`config.mk`:
```
export PLATFORM = sky130hd
export DESIGN_NAME = psw_unit
export DESIGN_NICKNAME = d
export VERILOG_FILES = /design/src/rtl/psw_pkg.sv /design/src/rtl/psw_load_check.sv /design/src/rtl/psw_next_addr.sv /design/src/rtl/psw_unit.sv
export SDC_FILE = /design/constraint.sdc
export NUM_CORES = 1
export LEC_CHECK = 0
export BUFFER_PORTS_ARGS = -buffer_cell sky130_fd_sc_hd__buf_4
export CORE_AREA = 2 2 162 164
export DETAILED_ROUTE_END_ITERATION = 6
export DIE_AREA = 0 0 164 166
export GPL_TIMING_DRIVEN = 0
export SYNTH_ARGS = -nofsm -noshare
export SYNTH_HDL_FRONTEND = slang
export SYNTH_HIERARCHICAL = 1
export SYNTH_SLANG_ARGS = --single-unit
```
`constraint.sdc`:
```
create_clock -name clk -period 4.1 [get_ports clk]
set_clock_uncertainty 0.15 [all_clocks]
set_input_delay 0.82 -clock clk [delete_from_list [all_inputs] [get_ports clk]]
set_output_delay 0.82 -clock clk [all_outputs]
set_load 0.02 [all_outputs]
```
`src/rtl/psw_pkg.sv`:
```
package psw_pkg;

  localparam int PSW_W  = 128;
  localparam int ADDR_W = PSW_W / 2;
  localparam int CTL_W  = PSW_W - ADDR_W;

  // architectural bit n sits at vector index PSW_W-1-n
  localparam int IX_EXT_MODE   = PSW_W - 1 - 31;
  localparam int IX_BASIC_MODE = PSW_W - 1 - 32;
  localparam int IX_TRACE      = PSW_W - 1 - 1;
  localparam int IX_XLATE      = PSW_W - 1 - 5;
  localparam int IX_IO_MASK    = PSW_W - 1 - 6;
  localparam int IX_EXT_MASK   = PSW_W - 1 - 7;
  localparam int IX_KEY_HI     = PSW_W - 1 - 8;
  localparam int IX_KEY_LO     = PSW_W - 1 - 11;
  localparam int IX_MCHECK     = PSW_W - 1 - 13;
  localparam int IX_WAIT       = PSW_W - 1 - 14;
  localparam int IX_PROBLEM    = PSW_W - 1 - 15;
  localparam int IX_ASC_HI     = PSW_W - 1 - 16;
  localparam int IX_ASC_LO     = PSW_W - 1 - 17;
  localparam int IX_CC_HI      = PSW_W - 1 - 18;
  localparam int IX_CC_LO      = PSW_W - 1 - 19;
  localparam int IX_PGM_HI     = PSW_W - 1 - 20;
  localparam int IX_PGM_LO     = PSW_W - 1 - 23;

  typedef enum logic [1:0] {
    MODE_24 = 2'd0,
    MODE_31 = 2'd1,
    MODE_64 = 2'd2
  } amode_t;

  // control-half bits that a loaded word must leave clear
  function automatic logic [PSW_W-1:0] build_rsv_mask();
    logic [PSW_W-1:0] m;
    m = '0;
    for (int n = 0; n < CTL_W; n++) begin
      if (n == 0 || (n >= 2 && n <= 4) || n == 12 ||
          (n >= 24 && n <= 30) || n >= 33)
        m[PSW_W-1-n] = 1'b1;
    end
    return m;
  endfunction

  localparam logic [PSW_W-1:0] RSV_MASK = build_rsv_mask();

  function automatic amode_t decode_mode(input logic ext, input logic basic);
    case ({ext, basic})
      2'b00:   return MODE_24;
      2'b01:   return MODE_31;
      default: return MODE_64;
    endcase
  endfunction

endpackage

```
`src/rtl/psw_load_check.sv`:
```
module psw_load_check
  import psw_pkg::*;
#(
  parameter int NARROW_W = 24,
  parameter int MID_W    = 31
) (
  input  logic [PSW_W-1:0] word,
  output logic             legal
);

  logic        ext_b, basic_b;
  logic        pair_bad, rsv_bad, high_bad;
  logic [ADDR_W-1:0] addr;
  amode_t      mode;

  assign ext_b   = word[IX_EXT_MODE];
  assign basic_b = word[IX_BASIC_MODE];
  assign addr    = word[ADDR_W-1:0];

  assign pair_bad = ext_b & ~basic_b;
  assign rsv_bad  = |(word & RSV_MASK);
  assign mode     = decode_mode(ext_b, basic_b);

  always_comb begin
    case (mode)
      MODE_24: high_bad = |(addr >> NARROW_W);
      MODE_31: high_bad = |(addr >> MID_W);
      default: high_bad = 1'b0;
    endcase
  end

  assign legal = ~(pair_bad | rsv_bad | high_bad);

endmodule

```
`src/rtl/psw_next_addr.sv`:
```
module psw_next_addr
  import psw_pkg::*;
#(
  parameter int LEN_W    = 4,
  parameter int NARROW_W = 24,
  parameter int MID_W    = 31
) (
  input  logic [ADDR_W-1:0] cur_addr,
  input  amode_t            mode,
  input  logic [LEN_W-1:0]  len,
  input  logic              taken,
  input  logic [ADDR_W-1:0] target,
  output logic [ADDR_W-1:0] next_addr,
  output logic              len_ok
);

  logic [ADDR_W-1:0] mask_narrow, mask_mid, mask_sel, sum;

  for (genvar i = 0; i < ADDR_W; i++) begin : g_mask
    assign mask_narrow[i] = (i < NARROW_W);
    assign mask_mid[i]    = (i < MID_W);
  end

  always_comb begin
    case (mode)
      MODE_24: mask_sel = mask_narrow;
      MODE_31: mask_sel = mask_mid;
      default: mask_sel = '1;
    endcase
  end

  assign sum       = cur_addr + {{(ADDR_W-LEN_W){1'b0}}, len};
  assign next_addr = (taken ? target : sum) & mask_sel;
  assign len_ok    = (len == LEN_W'(2)) || (len == LEN_W'(4)) ||
                     (len == LEN_W'(6));

endmodule

```
`src/rtl/psw_unit.sv`:
```
module psw_unit
  import psw_pkg::*;
#(
  parameter int LEN_W    = 4,
  parameter int NARROW_W = 24,
  parameter int MID_W    = 31
) (
  input  logic               clk,
  input  logic               rst,
  input  logic               ld_valid,
  input  logic [PSW_W-1:0]   ld_word,
  input  logic               done_valid,
  input  logic [LEN_W-1:0]   done_len,
  input  logic               done_taken,
  input  logic [ADDR_W-1:0]  done_target,
  output logic [PSW_W-1:0]   status_word,
  output logic [1:0]         addr_mode,
  output logic [ADDR_W-1:0]  inst_addr,
  output logic [1:0]         cond_code,
  output logic [3:0]         prot_key,
  output logic [1:0]         space_ctl,
  output logic               wait_en,
  output logic               problem_en,
  output logic               trace_en,
  output logic               xlate_en,
  output logic               io_mask,
  output logic               ext_mask,
  output logic               mcheck_mask,
  output logic [3:0]         prog_mask,
  output logic               spec_exc,
  output logic               len_err
);

  logic [PSW_W-1:0]  word_q;
  logic              exc_q, len_err_q;
  logic              ld_legal, step_len_ok;
  logic [ADDR_W-1:0] step_addr;
  amode_t            mode_cur;

  assign mode_cur = decode_mode(word_q[IX_EXT_MODE], word_q[IX_BASIC_MODE]);

  psw_load_check #(
    .NARROW_W (NARROW_W),
    .MID_W    (MID_W)
  ) u_check (
    .word  (ld_word),
    .legal (ld_legal)
  );

  psw_next_addr #(
    .LEN_W    (LEN_W),
    .NARROW_W (NARROW_W),
    .MID_W    (MID_W)
  ) u_step (
    .cur_addr  (word_q[ADDR_W-1:0]),
    .mode      (mode_cur),
    .len       (done_len),
    .taken     (done_taken),
    .target    (done_target),
    .next_addr (step_addr),
    .len_ok    (step_len_ok)
  );

  // a load strobe always wins over a completion in the same cycle
  always_ff @(posedge clk) begin
    if (rst) begin
      word_q    <= '0;
      exc_q     <= 1'b0;
      len_err_q <= 1'b0;
    end else begin
      exc_q     <= 1'b0;
      len_err_q <= 1'b0;
      if (ld_valid) begin
        if (ld_legal) word_q <= ld_word;
        else          exc_q  <= 1'b1;
      end else if (done_valid) begin
        if (step_len_ok) word_q[ADDR_W-1:0] <= step_addr;
        else             len_err_q          <= 1'b1;
      end
    end
  end

  assign status_word = word_q;
  assign addr_mode   = mode_cur;
  assign inst_addr   = word_q[ADDR_W-1:0];
  assign cond_code   = word_q[IX_CC_HI:IX_CC_LO];
  assign prot_key    = word_q[IX_KEY_HI:IX_KEY_LO];
  assign space_ctl   = word_q[IX_ASC_HI:IX_ASC_LO];
  assign prog_mask   = word_q[IX_PGM_HI:IX_PGM_LO];
  assign wait_en     = word_q[IX_WAIT];
  assign problem_en  = word_q[IX_PROBLEM];
  assign trace_en    = word_q[IX_TRACE];
  assign xlate_en    = word_q[IX_XLATE];
  assign io_mask     = word_q[IX_IO_MASK];
  assign ext_mask    = word_q[IX_EXT_MASK];
  assign mcheck_mask = word_q[IX_MCHECK];
  assign spec_exc    = exc_q;
  assign len_err     = len_err_q;

  // a rejected load leaves the stored word untouched
  p_reject_keeps_r4: assert property (@(posedge clk) disable iff (rst)
    spec_exc |-> $stable(status_word));

  // the illegal mode pair is never held
  p_mode_pair_r5: assert property (@(posedge clk) disable iff (rst)
    !(status_word[IX_EXT_MODE] && !status_word[IX_BASIC_MODE]));

  // address bits above the mode width stay clear
  p_addr_width_r7: assert property (@(posedge clk) disable iff (rst)
    (addr_mode == MODE_24 |-> (inst_addr >> NARROW_W) == '0) and
    (addr_mode == MODE_31 |-> (inst_addr >> MID_W) == '0));

  // an illegal length leaves the address as it was
  p_len_err_hold_r9: assert property (@(posedge clk) disable iff (rst)
    len_err |-> $stable(inst_addr));

  // no length error follows a cycle carrying a load strobe
  p_load_priority_r10: assert property (@(posedge clk) disable iff (rst)
    len_err |-> !$past(ld_valid));

  // an exception pulse only follows a load strobe
  p_exc_after_load_r11: assert property (@(posedge clk) disable iff (rst)
    spec_exc |-> $past(ld_valid));

endmodule

```
==> results of run 1 <==
[how the worst max path moves through the flow]
stage,endpoint,slack (ps),cells past startpoint
after floorplan,status_word[38]$_SDFFE_PP0P_,940,10
after global placement,status_word[54]$_SDFFE_PP0P_,200,12
after detailed placement,status_word[54]$_SDFFE_PP0P_,180,12
after CTS,status_word[54]$_SDFFE_PP0P_,630,12
after global routing,status_word[60]$_SDFFE_PP0P_,420,12
final,status_word[54]$_SDFFE_PP0P_,590,12
[per-stage QoR]
| stage | utilization [%] | setup WS, ps |
|---|---|---|
| detailed placement | 46.5 | 182 |
| floorplan | - | 943 |
| global route | 48.8 | 422 |
| CTS | 48.8 | 634 |
| finish | 48.8 | 590 |
| global placement | 46.5 | 204 |
[registers in the layout, summed over array words and instances, names as in the netlist]
| signal | count |
|---|---|
| len_err | 1 |
| spec_exc | 1 |
| status_word | 128 |
[kinds of logic after synthesis]
group	count (synthesis)
multiplexers	68
AND/OR/NAND/NOR	334
XOR/XNOR	54
buffers and inverters	180
AO/OA/AOI/OAI	303
adder cells (fa/ha/maj)	5
flip-flops	130
[worst min-delay path: stages, from the launching register on]
cell and delay (ps):
dfxtp_1 310, nand2_1 50, a21oi_1 50
[routing by layer]
metal	part of all wire [%]	global-route usage (%)	routed length, um	up-vias
met5	0	0	0	-
met4	2.8	9.00	1030	0
met3	7.6	5.49	2750	61
met2	48	42.7	17300	410
met1	42	32.4	15100	4539
li1	-	-	-	4613
[cell usage in the layout (no fill, tap or decap), types with 4 or more instances in the layout]
master	n
a21oi_1	161
o22ai_1	7
nor4_4	4
nand2_1	172
nor2_1	29
ha_1	4
clkbuf_16	17
dfxtp_1	130
nor3_1	22
xor2_1	13
a211oi_1	7
o21ai_0	52
o31ai_1	65
nor3_2	4
nor4_2	6
nand3_1	16
and3_1	6
buf_2	28
nor4_1	22
clkbuf_1	42
buf_4	499
nor2b_1	4
mux2i_1	64
xnor2_1	41
nand4_1	25
mux2_2	4
inv_8	4
buf_6	8
inv_1	15
[power groups by stage]
stage | Clock [W] | Combinational (W) | Sequential (W)
3_3_place_gp | 0 | 0.000512 | 0.00135
2_1_floorplan | 0 | 0.000208 | 0.00136
6_report | 0.00151 | 0.000517 | 0.00132
4_1_cts | 0.00153 | 0.000515 | 0.00132
3_5_place_dp | 0 | 0.000514 | 0.00135
5_1_grt | 0.00159 | 0.000550 | 0.00132
[final cells by class]
class	instances	area (sq um)	area share [%]
Inverter	16	60.1	0.481
Clock inverter	15	149	1.19
Multi-Input combinational cell	764	4700	37.6
Sequential cell	130	2600	20.8
Timing Repair Buffer	414	3110	24.9
Buffer	164	1030	8.24
Tap cell	335	419	3.35
Clock buffer	17	425	3.40
[synthesized netlist by cell type, drive strengths merged, types with 2 or more instances]
| cell | count | area [sq um] |
|---|---|---|
| nand4 | 27 | 181 |
| a21oi | 161 | 806 |
| nand3 | 18 | 108 |
| buf | 122 | 872 |
| inv | 16 | 60.1 |
| o22ai | 7 | 43.8 |
| nand2b | 3 | 18.8 |
| a211oi | 7 | 52.6 |
| o31ai | 65 | 488 |
| nor4 | 32 | 298 |
| and2 | 2 | 12.5 |
| nor4b | 2 | 17.5 |
| mux2 | 4 | 45.0 |
| mux2i | 64 | 641 |
| ha | 4 | 50.1 |
| o211a | 3 | 30.0 |
| and3 | 6 | 37.5 |
| nor3 | 26 | 150 |
| o21ai | 52 | 260 |
| xor2 | 13 | 114 |
| nand2 | 172 | 646 |
| and4 | 2 | 17.5 |
| nor2 | 29 | 109 |
| nor2b | 4 | 25.0 |
| dfxtp | 130 | 2600 |
| nor3b | 3 | 27.5 |
| or3 | 2 | 12.5 |
| xnor2 | 41 | 359 |
| clkbuf | 42 | 158 |
| a21o | 2 | 15.0 |
==> metrics.cfg, run 1 <==
[floorplanning]
fp.dieArea_sq_mm = 0.0272
io_pins = 416
die_h_um = 166
core_area_sq_mm = 0.0256
num_rows = 59
start_util_pct = 32.8
die_w_um = 164

[worst_hold_path]
min_from = status_word[75]$_SDFFE_PP0P_
min_path_cells = 2
hold_end = status_word[75]$_SDFFE_PP0P_
hold_class = reg -> reg

[clock_tree]
cts_hold_buf = 0
clkSinkCount = 130
root_buffer = clkbuf_16
cts_tree = done
clk_latency_ps = 430
h-tree-depth = 4
post-cts-setup-buffer-count = 0
cts_buffers = 17
path_clk_slew_ps = 60
clk_path_buf_depth = 2
ctsResizeCount = 0

[worst_setup_path]
worstPathBufferInverterCount = 2
timing.critical_path.from = done_len[0]
r2r-start = status_word[0]$_SDFFE_PP0P_
r2r_slack_ps = 690
cpMaxStageDelayCell = a21oi_1
r2r_cells = 11
path_cells = buf_4 -> ha_1 -> fa_1 -> a21o_1 -> a21oi_1 -> nand4bb_2 -> buf_6 -> nor3_2 -> xnor2_1 -> a21oi_1 -> mux2i_1 -> a21oi_1
path_max_fanout = 10
max_stage_delay_ps = 750
crit_path_end_kind = flip-flop
required_ps = 4310
regToRegEndpoint = status_word[54]$_SDFFE_PP0P_
critPathLaunchType = input port
arrival_ps = 3720
critPathTopFamily = compound AO/OA/AOI/OAI gates
cp_common_cell = a21oi_1
timing_worst_setup_path_type = in -> reg

[pwr]
intPower_w = 0.00235
p_total_w = 0.00335
pwr_density_cell_mw_per_mm2 = 268
clkPwrFrac_pct = 45.1
ir_drop_mv = 0.227
seq_power_share_pct = 39.5
switching_share_pct = 29.7
switchingPower_w = 0.000995
leakage_nw = 5.70
share_comb_of_total_power_pct = 15.4

[routing]
route.vias.total = 9623
wl_per_cell_um = 19.5
dr.first_iter.drc_count = 653
first_pass_iters = 5
drc = 0
postRouteWirelength_um = 36200
via_per_inst = 5.19
ant_nets = 0

[place]
numPlacedInstances = 1823
io_buffers = 414
placed_area_sq_mm = 0.0119
gp_congestion = 0.891
dp_hpwl_um = 28100

[flow_run]
cap_viol_max_count = 0

[synthesis]
synth_fa_ha_area_share_pct = 0.835
ys_seq_area_share_pct = 31.0
synthFlopType = dfxtp_1
synth-edff-count = 0
synthSimpleGateAreaFrac_pct = 20.6
synth_top_family_by_area = compound AO/OA/AOI/OAI gates
netlist_instances = 1074
syn-num-nets = 1280
yosysWarnings = 6
async_flop_share_pct = 0
ys_seq_elements = 130
synth.area.mux_share_pct = 8.17
synthDistinctLibCells = 54
synth_compound_area_share_pct = 20.8
syn_area_sq_mm = 0.00839
syn_area_per_cell_sq_um = 7.81
synth_xor_area_share_pct = 5.64

[run_status]
status = completed

[sta]
fin_tns_setup_ps = 0
relSlewSlack_pct = 36.7
report.final.slew_viol_count = 0
holdWs_ps = 303
fmax_mhz = 285
period_minus_slack_ps = 3510
worst_pin_slew_ps = 949
hold_viol = 0
rsz0062_at_grt = false
post-route-period-util_pct = 85.6
setup_viol = 0

[final_layout]
fill_cells = 2617
stdcell_area_sq_mm = 0.0125
fin_cells = 1855
layout.nets = 1713
synthToLayoutAreaGrowth_pct = 48.9
num_antenna_cells = 0
drive_above_1_share_pct = 39.1

[global_routing]
antenna_found_initial = 0
grt.overflow.total = 0
grt_max_degree = 17
grt_pass1_vias = 9194
gr-usage-all-layers_pct = 25.6
grt_pass1_wl_um = 53400

(Power assumes the default switching activity.)
==> run 2: changes to the inputs <==
Settings changed: CORE_AREA 2 2 162 164 to 2 2 163 165, DIE_AREA 0 0 164 166 to 0 0 165 167, HOLD_SLACK_MARGIN set to 0.06.
==> run 2 against run 1 <==
Effect of this change:
- hold slack improved by 2.2 ps
- flip-flop and latch count unchanged
- critical path depth unchanged
- routed wire length decreased by 0.79%
- utilization decreased by 0.21 points
- critical endpoint is now status_word[48]$_SDFFE_PP0P_
==> metrics.cfg, run 2 (synthesized netlist as in run 1, its figures left out) <==
[run_status]
status = completed

[global_routing]
grt_max_degree = 17  ; unchanged
antenna_found_initial = 2  ; +2
gr-usage-all-layers_pct = 25.2  ; -0.37 points
grt.overflow.total = 0  ; unchanged
grt_pass1_wl_um = 53300  ; -0.33%
grt_pass1_vias = 9081  ; -1.2%

[routing]
dr.first_iter.drc_count = 602  ; -7.8%
via_per_inst = 5.12  ; -1.3%
route.vias.total = 9501  ; -1.3%
wl_per_cell_um = 19.4  ; -0.84%
first_pass_iters = 7  ; +2
ant_nets = 0  ; unchanged
drc = 0  ; unchanged
postRouteWirelength_um = 36000  ; -0.79%

[worst_setup_path]
path_max_fanout = 10  ; unchanged
crit_end = status_word[48]$_SDFFE_PP0P_
r2r_slack_ps = 700  ; about the same
arrival_ps = 3670  ; -50 ps
timing_worst_setup_path_type = in -> reg
required_ps = 4250  ; -60 ps
timing.critical_path.from = done_len[0]
crit_path_end_kind = flip-flop
regToRegEndpoint = status_word[48]$_SDFFE_PP0P_
critPathLaunchType = input port
r2r-start = status_word[0]$_SDFFE_PP0P_
r2r_cells = 11  ; unchanged

[sta]
fmax_mhz = 284  ; -0.25%
fin_tns_setup_ps = 0  ; unchanged
relSlewSlack_pct = 41.2  ; +4.5 points
worst_pin_slew_ps = 882  ; -67.8 ps
setup_viol = 0  ; unchanged
hold_viol = 0  ; unchanged
rsz0062_at_grt = false
report.final.slew_viol_count = 0  ; unchanged
period_minus_slack_ps = 3520  ; +8.83 ps
post-route-period-util_pct = 85.8  ; +0.22 points
holdWs_ps = 306  ; +2.20 ps

[clock_tree]
root_buffer = clkbuf_16
cts_tree = done
cts_buffers = 17  ; unchanged
path_clk_slew_ps = 60  ; about the same
clkSinkCount = 130  ; unchanged
ctsResizeCount = 0  ; unchanged
clk_latency_ps = 420  ; about the same
cts_hold_buf = 0  ; unchanged
clk_path_buf_depth = 2  ; unchanged
h-tree-depth = 4  ; unchanged
post-cts-setup-buffer-count = 0  ; unchanged

[final_layout]
largest_reg_flops = 128  ; unchanged
fill_cells = 2640  ; +0.88%
drive_above_1_share_pct = 39.1  ; unchanged
layout.cells.most_common_list = buf_4, nand2_1, a21oi_1
fin_cells = 1856  ; +0.054%
layout.nets = 1713  ; unchanged
synthToLayoutAreaGrowth_pct = 49.1
final_common_cell = buf_4

[flow_run]
cap_viol_max_count = 0  ; unchanged

[floorplanning]
start_util_pct = 32.6  ; -0.19 points
fp.dieArea_sq_mm = 0.0276  ; +1.2%
die_h_um = 167  ; +0.60%
core_area_sq_mm = 0.0258  ; +0.58%
num_rows = 59  ; unchanged
die_w_um = 165  ; +0.61%
io_pins = 416  ; unchanged

[place]
numPlacedInstances = 1823  ; unchanged
io_buffers = 414  ; unchanged
gp_congestion = 0.877  ; -1.5%
dp_hpwl_um = 28400  ; +0.87%

[pwr]
pwr_density_cell_mw_per_mm2 = 272  ; +1.3%
ir_drop_mv = 0.163  ; -28%
leakage_nw = 5.72  ; +0.30%

[worst_hold_path]
hold_class = reg -> reg

-- run 2: area by class of cell --
cell class / count / area (sq um) / share of cell area (%)
Clock inverter: 15 / 165 / 1.32
Multi-Input combinational cell: 764 / 4700 / 37.6
Tap cell: 335 / 419 / 3.35
Sequential cell: 130 / 2600 / 20.8
Buffer: 164 / 1030 / 8.23
Inverter: 16 / 60.1 / 0.480
Antenna cell: 1 / 2.50 / 0.0200
Clock buffer: 17 / 425 / 3.40
Timing Repair Buffer: 414 / 3110 / 24.8
-- run 2: routing by layer --
layer,GRT usage (%),share of wire [%],vias up
met5,0,0.028,-
met4,7.15,2.1,2
met3,5.75,7.2,47
met2,42.9,49,387
met1,31.7,41,4455
li1,-,-,4610
-- run 2: worst min-delay path by stage --
stage | from | end | slack, ps | cells after the start
after floorplan | status_word[100]$_SDFFE_PP0P_ | status_word[100]$_SDFFE_PP0P_ | 380 | 2
after global placement | status_word[76]$_SDFFE_PP0P_ | status_word[76]$_SDFFE_PP0P_ | 290 | 2
after detailed placement | status_word[77]$_SDFFE_PP0P_ | status_word[77]$_SDFFE_PP0P_ | 300 | 2
after CTS | status_word[77]$_SDFFE_PP0P_ | status_word[77]$_SDFFE_PP0P_ | 310 | 2
after global routing | status_word[89]$_SDFFE_PP0P_ | status_word[89]$_SDFFE_PP0P_ | 320 | 2
final | status_word[127]$_SDFFE_PP0P_ | status_word[127]$_SDFFE_PP0P_ | 310 | 2
-- run 2: stage by stage --
| step | setup slack, ps | area (sq um) | utilization [%] | total power [W] |
|---|---|---|---|---|
| 2_1_floorplan | 943 | 8390 | - | 0.00157 |
| 3_3_place_gp | 164 | 11900 | 46.3 | 0.00186 |
| 3_5_place_dp | 112 | 11900 | 46.3 | 0.00186 |
| 4_1_cts | 576 | 12500 | 48.6 | 0.00343 |
| 5_1_grt | 423 | 12500 | 48.6 | 0.00352 |
| 6_report | 581 | 12500 | 48.6 | 0.00340 |
-- run 2: report_power, final --
part           switching [W]  leakage [nW]  internal [W]  total, W
clock               0.000693         0.290      0.000868   0.00156
sequential         0.0000395          1.05       0.00128   0.00132
combinational       0.000247          4.38      0.000267  0.000515
-- run 2: worst max-delay path: stages --
cell	delay, ps
buf_4	130
ha_1	250
fa_1	430
a21o_1	200
a21oi_1	700
nand4bb_2	330
buf_6	210
nor4_4	60
xnor2_1	180
a21oi_1	110
mux2i_1	160
a21oi_1	80
